==> config.mk <==
export PLATFORM = sky130hd
export DESIGN_NAME = pn_sync_engine
export DESIGN_NICKNAME = d
export VERILOG_FILES = /design/src/rtl/pn_sync_pkg.sv /design/src/rtl/pn_code_gen.sv /design/src/rtl/pn_correlator.sv /design/src/rtl/sync_phase_align.sv /design/src/rtl/pn_sync_engine.sv
export SDC_FILE = /design/constraint.sdc
export NUM_CORES = 1
export LEC_CHECK = 0
export ABC_AREA = 1
export ABC_CLOCK_PERIOD_IN_PS = 1670
export BUFFER_PORTS_ARGS = -buffer_cell sky130_fd_sc_hd__buf_4
export CORE_MARGIN = 2
export CORE_UTILIZATION = 57
export DETAILED_ROUTE_END_ITERATION = 12
export GPL_TIMING_DRIVEN = 0
export PLACE_DENSITY_LB_ADDON = 0.05
export REMOVE_ABC_BUFFERS = 1
export SLEW_MARGIN = 10
export SYNTH_ARGS = -nofsm -noshare
export SYNTH_HDL_FRONTEND = slang
export SYNTH_HIERARCHICAL = 1
export SYNTH_SLANG_ARGS = --single-unit
==> constraint.sdc <==
create_clock -name clk -period 1.67 [get_ports clk]
set_input_delay 0.334 -clock clk [delete_from_list [all_inputs] [get_ports clk]]
set_output_delay 0.334 -clock clk [all_outputs]
set_load 0.01 [all_outputs]
==> src/rtl/pn_sync_pkg.sv <==
package pn_sync_pkg;
  localparam int unsigned GEN_W    = 4;
  localparam int unsigned CODE_LEN = (1 << GEN_W) - 1;
  localparam logic [GEN_W-1:0] GEN_SEED = 4'b1000;
  localparam logic [GEN_W-1:0] GEN_TAPS = 4'b1100;

  function automatic logic [GEN_W-1:0] gen_step(input logic [GEN_W-1:0] s);
    return {s[GEN_W-2:0], ^(s & GEN_TAPS)};
  endfunction

  // Expected code, first transmitted chip in the top bit.
  function automatic logic [CODE_LEN-1:0] gen_code();
    logic [GEN_W-1:0]    s;
    logic [CODE_LEN-1:0] c;
    s = GEN_SEED;
    c = '0;
    for (int i = 0; i < CODE_LEN; i++) begin
      c[CODE_LEN-1-i] = s[GEN_W-1];
      s = gen_step(s);
    end
    return c;
  endfunction
endpackage

==> src/rtl/pn_code_gen.sv <==
module pn_code_gen
  import pn_sync_pkg::*;
(
  input  logic clk,
  input  logic rst,
  input  logic run,
  input  logic drive_en,
  output logic chip_out
);
  logic [GEN_W-1:0] state;

  always_ff @(posedge clk) begin
    if (rst) begin
      state    <= GEN_SEED;
      chip_out <= 1'b0;
    end else if (run) begin
      state    <= gen_step(state);
      chip_out <= drive_en & state[GEN_W-1];
    end else begin
      state    <= GEN_SEED;
      chip_out <= 1'b0;
    end
  end
endmodule

==> src/rtl/pn_correlator.sv <==
module pn_correlator
  import pn_sync_pkg::*;
(
  input  logic clk,
  input  logic rst,
  input  logic rx_on,
  input  logic chip_in,
  output logic hit
);
  localparam logic [CODE_LEN-1:0] EXPECT = gen_code();

  logic [CODE_LEN-1:0] window;
  logic                match_q;

  always_ff @(posedge clk) begin
    if (rst || !rx_on) begin
      window  <= '0;
      match_q <= 1'b0;
      hit     <= 1'b0;
    end else begin
      window  <= {window[CODE_LEN-2:0], chip_in};
      match_q <= (window == EXPECT);
      hit     <= match_q;
    end
  end
endmodule

==> src/rtl/sync_phase_align.sv <==
module sync_phase_align #(
  parameter int unsigned DIV_RATIO  = 8,
  parameter int unsigned DIV_LOAD   = 0,
  parameter int unsigned PHASE_W    = 32,
  parameter logic [PHASE_W-1:0] PHASE_STEP = 32'h0123_4567,
  localparam int unsigned DIV_W = (DIV_RATIO > 1) ? $clog2(DIV_RATIO) : 1
) (
  input  logic               clk,
  input  logic               rst,
  input  logic               align,
  output logic [DIV_W-1:0]   div_cnt,
  output logic [PHASE_W-1:0] phase_acc
);
  localparam logic [DIV_W-1:0] LAST = DIV_W'(DIV_RATIO - 1);
  localparam logic [DIV_W-1:0] LOAD = DIV_W'(DIV_LOAD);

  always_ff @(posedge clk) begin
    if (rst) begin
      div_cnt   <= '0;
      phase_acc <= '0;
    end else if (align) begin
      div_cnt   <= LOAD;
      phase_acc <= '0;
    end else begin
      div_cnt   <= (div_cnt == LAST) ? '0 : div_cnt + 1'b1;
      phase_acc <= phase_acc + PHASE_STEP;
    end
  end
endmodule

==> src/rtl/pn_sync_engine.sv <==
module pn_sync_engine #(
  parameter int unsigned DIV_RATIO  = 8,
  parameter int unsigned DIV_LOAD   = 0,
  parameter int unsigned PHASE_W    = 32,
  parameter logic [PHASE_W-1:0] PHASE_STEP = 32'h0123_4567,
  localparam int unsigned DIV_W = (DIV_RATIO > 1) ? $clog2(DIV_RATIO) : 1
) (
  input  logic               clk,
  input  logic               rst,
  input  logic               master_sel,
  input  logic               pn_en,
  input  logic               sync_out_en,
  input  logic               sync_in_en,
  input  logic               sync_in,
  output logic               sync_out,
  output logic               sync_pulse,
  output logic [DIV_W-1:0]   div_phase,
  output logic [PHASE_W-1:0] nco_phase
);
  logic gen_run;
  logic rx_on;

  assign gen_run = master_sel & pn_en;
  assign rx_on   = pn_en & sync_in_en;

  pn_code_gen u_gen (
    .clk      (clk),
    .rst      (rst),
    .run      (gen_run),
    .drive_en (sync_out_en),
    .chip_out (sync_out)
  );

  pn_correlator u_corr (
    .clk     (clk),
    .rst     (rst),
    .rx_on   (rx_on),
    .chip_in (sync_in),
    .hit     (sync_pulse)
  );

  sync_phase_align #(
    .DIV_RATIO  (DIV_RATIO),
    .DIV_LOAD   (DIV_LOAD),
    .PHASE_W    (PHASE_W),
    .PHASE_STEP (PHASE_STEP)
  ) u_align (
    .clk       (clk),
    .rst       (rst),
    .align     (sync_pulse),
    .div_cnt   (div_phase),
    .phase_acc (nco_phase)
  );
endmodule

==> results of run 1 <==
[metal layers]
layer  vias to the layer above  track usage, %
met5                         -               0
met3                        15            5.47
met1                      1340            30.8
met2                        96            44.2
met4                         0            12.7
li1                       1591               -
[cells in the mapped netlist (all sizes together)]
| cell type | instances |
|---|---|
| a31oi | 1 |
| clkbuf | 3 |
| nand3b | 2 |
| dfxtp | 57 |
| o21bai | 1 |
| buf | 1 |
| inv | 90 |
| a21boi | 2 |
| o21a | 4 |
| ha | 3 |
| o21ai | 11 |
| and2 | 1 |
| or2 | 2 |
| nor3 | 6 |
| nand2 | 146 |
| nor2 | 100 |
| nand3 | 27 |
| a21oi | 34 |
| nand4 | 1 |
[logic make-up (layout without fill, tap and decap cells)]
| logic type | count (synthesis) | in the layout | share of synthesized area [%] |
|---|---|---|---|
| AO/OA/AOI/OAI | 53 | 53 | 9.84 |
| flip-flops | 57 | 57 | 37.1 |
| AND/OR/NAND/NOR | 285 | 285 | 39.8 |
| adder cells (fa/ha/maj) | 3 | 3 | 1.22 |
| buffers and inverters | 94 | 148 | 12.0 |
[final cells by class]
cell class	count	area (sq um)
Clock buffer	11	151
Clock inverter	3	65.1
Fill cell	463	1470
Inverter	90	338
Multi-Input combinational cell	341	1590
Sequential cell	57	1140
Tap cell	70	87.6
Timing Repair Buffer	44	334
[what timing repair did]
item | in CTS | in global routing
setup endpoints to repair | 0 | 10
resized for setup | 0 | 5
buffers inserted | 0 | 0
[through the flow]
stage | setup WS (ns) | instances | hold slack, ns
6_report | 0.111 | 616 | 0.219
5_1_grt | 0.0171 | 616 | 0.225
4_1_cts | 0.000634 | 616 | 0.209
3_5_place_dp | -0.106 | 602 | 0.402
3_3_place_gp | -1.13 | 601 | 0.395
2_1_floorplan | -0.135 | 488 | 0.394
[registers in the layout, summed over array words and instances (netlist names)]
| signal | count |
|---|---|
| u_align/div_cnt | 3 |
| u_corr/window | 15 |
| u_align/phase_acc | 32 |
| u_gen/state | 4 |
| u_corr/hit | 1 |
| u_corr/match_q | 1 |
| u_gen/chip_out | 1 |
[final timing paths]
path	slack, ns	start	depth (start not counted)	endpoint
worst max-delay path	0.11	u_align/phase_acc[10]	10	u_align/phase_acc[24]
worst max register to register	0.11	u_align/phase_acc[10]	10	u_align/phase_acc[24]
worst min register to register	0.41	u_gen/state[0]	2	u_gen/state[1]
worst min-delay path	0.22	sync_in	3	u_corr/window[0]
[worst max-delay path, delay by kind of cell, from the launching register on]
| family | cells | cell delay, ns |
|---|---|---|
| simple gates | 9 | 0.94 |
| buf+inv | 1 | 0.17 |
| flops | 1 | 0.37 |
[placed cells by master, fill, tap and decap left out, drive strengths merged]
cell type  netlist  routed
nand2          146     146
nor2           100     100
inv             90      90
dfxtp           57      57
buf              1      44
a21oi           34      34
nand3           27      27
clkbuf           3      11
o21ai           11      11
nor3             6       6
o21a             4       4
ha               3       3
bufinv           0       2
or2              2       2
nand3b           2       2
a21boi           2       2
clkinv           0       1
nand4            1       1
and2             1       1
o21bai           1       1
a31oi            1       1
[power groups by stage]
stage / clock network [mW] / logic [mW] / registers, mW
after floorplan: 0 / 0.340 / 1.60
after global placement: 0 / 0.577 / 1.58
after detailed placement: 0 / 0.595 / 1.58
after CTS: 1.47 / 0.600 / 1.56
after global routing: 1.54 / 0.671 / 1.57
final: 1.45 / 0.607 / 1.56
==> flow_summary.json, run 1 <==
{
  "drc": 0,
  "final_area_sq_um": 3700,
  "slew_headroom_pct": 72.7,
  "clkPwrFrac_pct": 40.0,
  "leakage_nw": 1.84,
  "place_area_sq_um": 3470,
  "cts_buffer_depth": 2,
  "cp.required_ns": 1.91,
  "finalPower_mw": 3.61,
  "postSynthAreaPerCell_sq_um": 6.26,
  "maxSlewViolCount": 0,
  "grt_max_degree": 17,
  "synth.distinct_cells": 30,
  "io_pins": 44,
  "comb_power_share_pct": 16.8,
  "synth_cells": 492,
  "cts_max_level": 3,
  "initial_core_util_pct": 59.5,
  "row_count": 26,
  "vias_per_cell": 4.94,
  "rsz0062_at_grt": "false",
  "ys_seq_area_share_pct": 37.1,
  "ys_ff_latch": 57,
  "antenna_cells": 0,
  "dr_wl_met3_um": 481,
  "powerDensity_nw_per_um2": 975,
  "hold_path_class": "primary input to flop",
  "place.gp.congestion": 0.941,
  "hpwlAfterDp_um": 5470,
  "hold_viol_final": 0,
  "track_usage_pct": 25.9,
  "critPathMaxStageDelay_ns": 0.37,
  "path_common_cell": "nand2_1",
  "dr_wl_met2_um": 3460,
  "grt_pass1_vias": 2845,
  "clock_sinks": 57,
  "drive_gt1_share_pct": 19.2,
  "fin_crit_sh_pct": 93.4,
  "end_kind": "flop",
  "yosysWarnings": 6,
  "finalCriticalPeriod_ns": 1.56,
  "tightestPinTransition_ns": 0.409,
  "fin_util_pct": 71.6,
  "ctsHoldBuffers": 0,
  "irDropWorstVdd_uv": 757,
  "wirelength_met1_um": 3240,
  "pwr-share-seq_pct": 43.1,
  "fp.coreArea_sq_um": 5170,
  "netlist_top_cells_area": "dfxtp_1 (37%), nand2_1 (16%), nor2_1 (11%)",
  "slowest_stage": "dfxtp_1",
  "routedWlPerCell_um": 11.9,
  "cap_violations": 0,
  "syn_area_sq_um": 3080,
  "drtIter0Drc": 198,
  "numCtsBuffers": 9,
  "synth_top_area_cell": "dfxtp_1",
  "postRouteAntennaNets": 0,
  "synth_top_area_share_pct": 37.1,
  "worstPathMaxFanout": 6,
  "portBuffers": 43,
  "grt_overflow": 0,
  "antenna_found_initial": 0,
  "die_w_um": 77.5,
  "switching_share_pct": 28.4,
  "switchingPower_mw": 1.02,
  "cts_tree": "done",
  "status": "completed",
  "setup_viol_count_final": 0,
  "cp-start-kind": "flop",
  "skew_ns": 0.00908,
  "syn2layout_area_growth_pct": 20.3,
  "fmax_ghz": 0.641,
  "grt_pass1_wl_um": 12200,
  "internal_power_mw": 2.59,
  "nets": 553,
  "route.top_layer_used": "met4",
  "insertion_delay_ns": 0.33,
  "wl_um": 7360,
  "die_h_um": 77.5,
  "cp_cell_sequence": "inv_1 -> nand2_1 -> nor2_1 -> nand2_1 -> nor2_1 -> nand2_1 -> nand3_1 -> nand2_1 -> nand2_1 -> nor2_1",
  "vias": 3042,
  "worstSetupPathType": "flop to flop",
  "drtPass1Iterations": 5,
  "cts_root_buf": "clkbuf_8",
  "clkTransAtPathRegs_ns": 0.07,
  "setup_tns_ns": 0,
  "cp.arrival_ns": 1.79,
  "die_area_sq_um": 6000
}
Power figures use the tool's default switching activity.
==> inputs of run 2 (changes only) <==
--- a/config.mk
+++ b/config.mk
@@ -7,10 +7,10 @@
 export LEC_CHECK = 0
 export ABC_AREA = 1
 export ABC_CLOCK_PERIOD_IN_PS = 1670
-export BUFFER_PORTS_ARGS = -buffer_cell sky130_fd_sc_hd__buf_4
 export CORE_MARGIN = 2
-export CORE_UTILIZATION = 57
+export CORE_UTILIZATION = 60
 export DETAILED_ROUTE_END_ITERATION = 12
+export DONT_BUFFER_PORTS = 1
 export GPL_TIMING_DRIVEN = 0
 export PLACE_DENSITY_LB_ADDON = 0.05
 export REMOVE_ABC_BUFFERS = 1
==> run 2 against run 1 <==
Net effect:
- fmax decreased by 0.45%
- critical path depth decreased by 5
- setup slack got worse by 0.0070 ns
- wire length decreased by 5.8%
- sequential share of layout area increased by 3.5 points
- first-iteration DRC count increased by 26%
- final cell count decreased by 6.7%
- hold slack got worse by 0.12 ns
- non-clock buffer count decreased by 43
==> flow_summary.json, run 2 (synthesis results as in run 1) <==
{
  "die_w_um": 75.6,
  "comb_power_share_pct": 13.2,
  "ctsHoldBuffers": 0,
  "finalCriticalPeriod_ns": 1.57,
  "worstReg2RegStart": "u_corr/hit",
  "whs_ns": 0.103,
  "leakage_nw": 1.61,
  "grt_max_degree": 17,
  "rr_endpoint": "u_align/div_cnt[1]",
  "fin_crit_sh_pct": 93.8,
  "vias": 2917,
  "hold_viol_final": 0,
  "cp-start-kind": "flop",
  "rsz0062_at_grt": "false",
  "tightestPinTransition_ns": 0.401,
  "largest_reg_flops": 32,
  "hold_path_class": "primary input to flop",
  "fp.coreArea_sq_um": 5040,
  "post_cts_buffers": 0,
  "clkTransAtPathRegs_ns": 0.07,
  "initial_core_util_pct": 61.0,
  "numCtsBuffers": 9,
  "portBuffers": 0,
  "drc": 0,
  "die_h_um": 75.6,
  "drive_gt1_share_pct": 14.9,
  "row_count": 26,
  "cap_violations": 0,
  "pwr-share-seq_pct": 49.2,
  "worst_slack_ns": 0.104,
  "internal_power_mw": 2.25,
  "dp_cells": 559,
  "nets": 510,
  "vias_per_cell": 5.07,
  "status": "completed",
  "whs_path_depth": 2,
  "cp.required_ns": 1.95,
  "syn2layout_area_growth_pct": 9.31,
  "fin_cells": 575,
  "irDropWorstVdd_uv": 796,
  "skew_ns": 0.0143,
  "holdPathEnd": "u_corr/window[0]",
  "setup_tns_ns": 0,
  "cts_buffer_depth": 2,
  "hpwlAfterDp_um": 5260,
  "slew_headroom_pct": 73.3,
  "place_area_sq_um": 3150,
  "routedWlPerCell_um": 12.1,
  "finalPower_mw": 3.28,
  "insertion_delay_ns": 0.35,
  "worstPathMaxFanout": 13,
  "drtIter0Drc": 249,
  "switching_share_pct": 31.3,
  "cp.arrival_ns": 1.84,
  "fill_cells": 480,
  "clkPwrFrac_pct": 37.6,
  "max_flop_register": "u_align/phase_acc",
  "switchingPower_mw": 1.03,
  "top_regs": "u_align/phase_acc (32), u_corr/window (15), u_gen/state (4)",
  "r2r_slack_ns": 0.10,
  "grt_pass1_vias": 2526,
  "layout_commonest_cell": "nand2_1",
  "cts_max_level": 3,
  "dp_slack_ns": -0.0432,
  "postRouteAntennaNets": 0,
  "most-common-layout-cells": "nand2_1 (132), nor2_1 (89), inv_1 (80), dfxtp_1 (46), a21oi_1 (33)",
  "setup_viol_count_final": 0,
  "antenna_cells": 0,
  "fmax_ghz": 0.638,
  "cts_root_buf": "clkbuf_8",
  "worstSetupPathType": "flop to flop",
  "grt_overflow": 0,
  "wl_um": 6930,
  "powerDensity_nw_per_um2": 974,
  "r2r_cells": 5,
  "final_area_sq_um": 3360,
  "track_usage_pct": 25.6,
  "io_pins": 44,
  "drtPass1Iterations": 5,
  "place.gp.congestion": 0.940,
  "antenna_found_initial": 0,
  "clock_sinks": 57,
  "maxSlewViolCount": 0,
  "die_area_sq_um": 5720,
  "grt_pass1_wl_um": 10900,
  "cts_tree": "done",
  "hold_start": "sync_in",
  "end_kind": "flop",
  "fin_util_pct": 66.7
}
==> run 2: cell count changes in the layout (fill, tap and decap cells not counted), sizes merged <==
cell	previous run	this run
clkinvlp	0	1
bufinv	2	0
clkinv	1	3
buf	44	1
clkbuf	11	12
==> run 2: how the worst max path moves through the flow <==
stage,from,slack [ns],endpoint
6_report,u_corr/hit,0.10,u_align/div_cnt[1]
5_1_grt,u_align/phase_acc[22],0.0005,u_align/phase_acc[28]
4_1_cts,u_align/phase_acc[0],0.01,u_align/phase_acc[26]
3_5_place_dp,u_corr/hit,-0.04,u_align/div_cnt[1]
3_3_place_gp,u_corr/hit,-1.03,u_align/div_cnt[1]
2_1_floorplan,u_corr/hit,-0.14,u_align/div_cnt[0]
==> run 2: power groups by stage <==
stage,registers (mW),logic [mW],clock network [mW]
CTS,1.60,0.428,1.24
finish,1.61,0.433,1.23
global route,1.63,0.499,1.30
detailed placement,1.64,0.425,0
floorplan,1.60,0.340,0
global placement,1.63,0.410,0
==> run 2: routing by layer <==
layer	track usage [%]	part of all wire, %
met1	32.1	44
met2	42.8	48
met3	6.75	6.9
met4	8.77	1.2
met5	0	0
==> run 2: layout make-up <==
cell class | instances | area [sq um] | share of cell area, %
Multi-Input combinational cell | 341 | 1580 | 47.0
Sequential cell | 57 | 1150 | 34.3
Inverter | 90 | 338 | 10.0
Clock buffer | 12 | 165 | 4.91
Tap cell | 70 | 87.6 | 2.60
Clock inverter | 4 | 26.3 | 0.781
Timing Repair Buffer | 1 | 11.3 | 0.335
==> run 2: critical path: stages (launching register included) <==
cell and delay, ns:
dfxtp_1 0.36, nor2_4 0.27, buf_6 0.21, inv_1 0.20
or2_2 0.36, nor2_1 0.09
==> run 2: repair_timing <==
action / 4_1_cts / 5_1_grt
pin swaps: 0 / 2
setup endpoints to repair: 3 / 15
gates resized for setup: 1 / 15
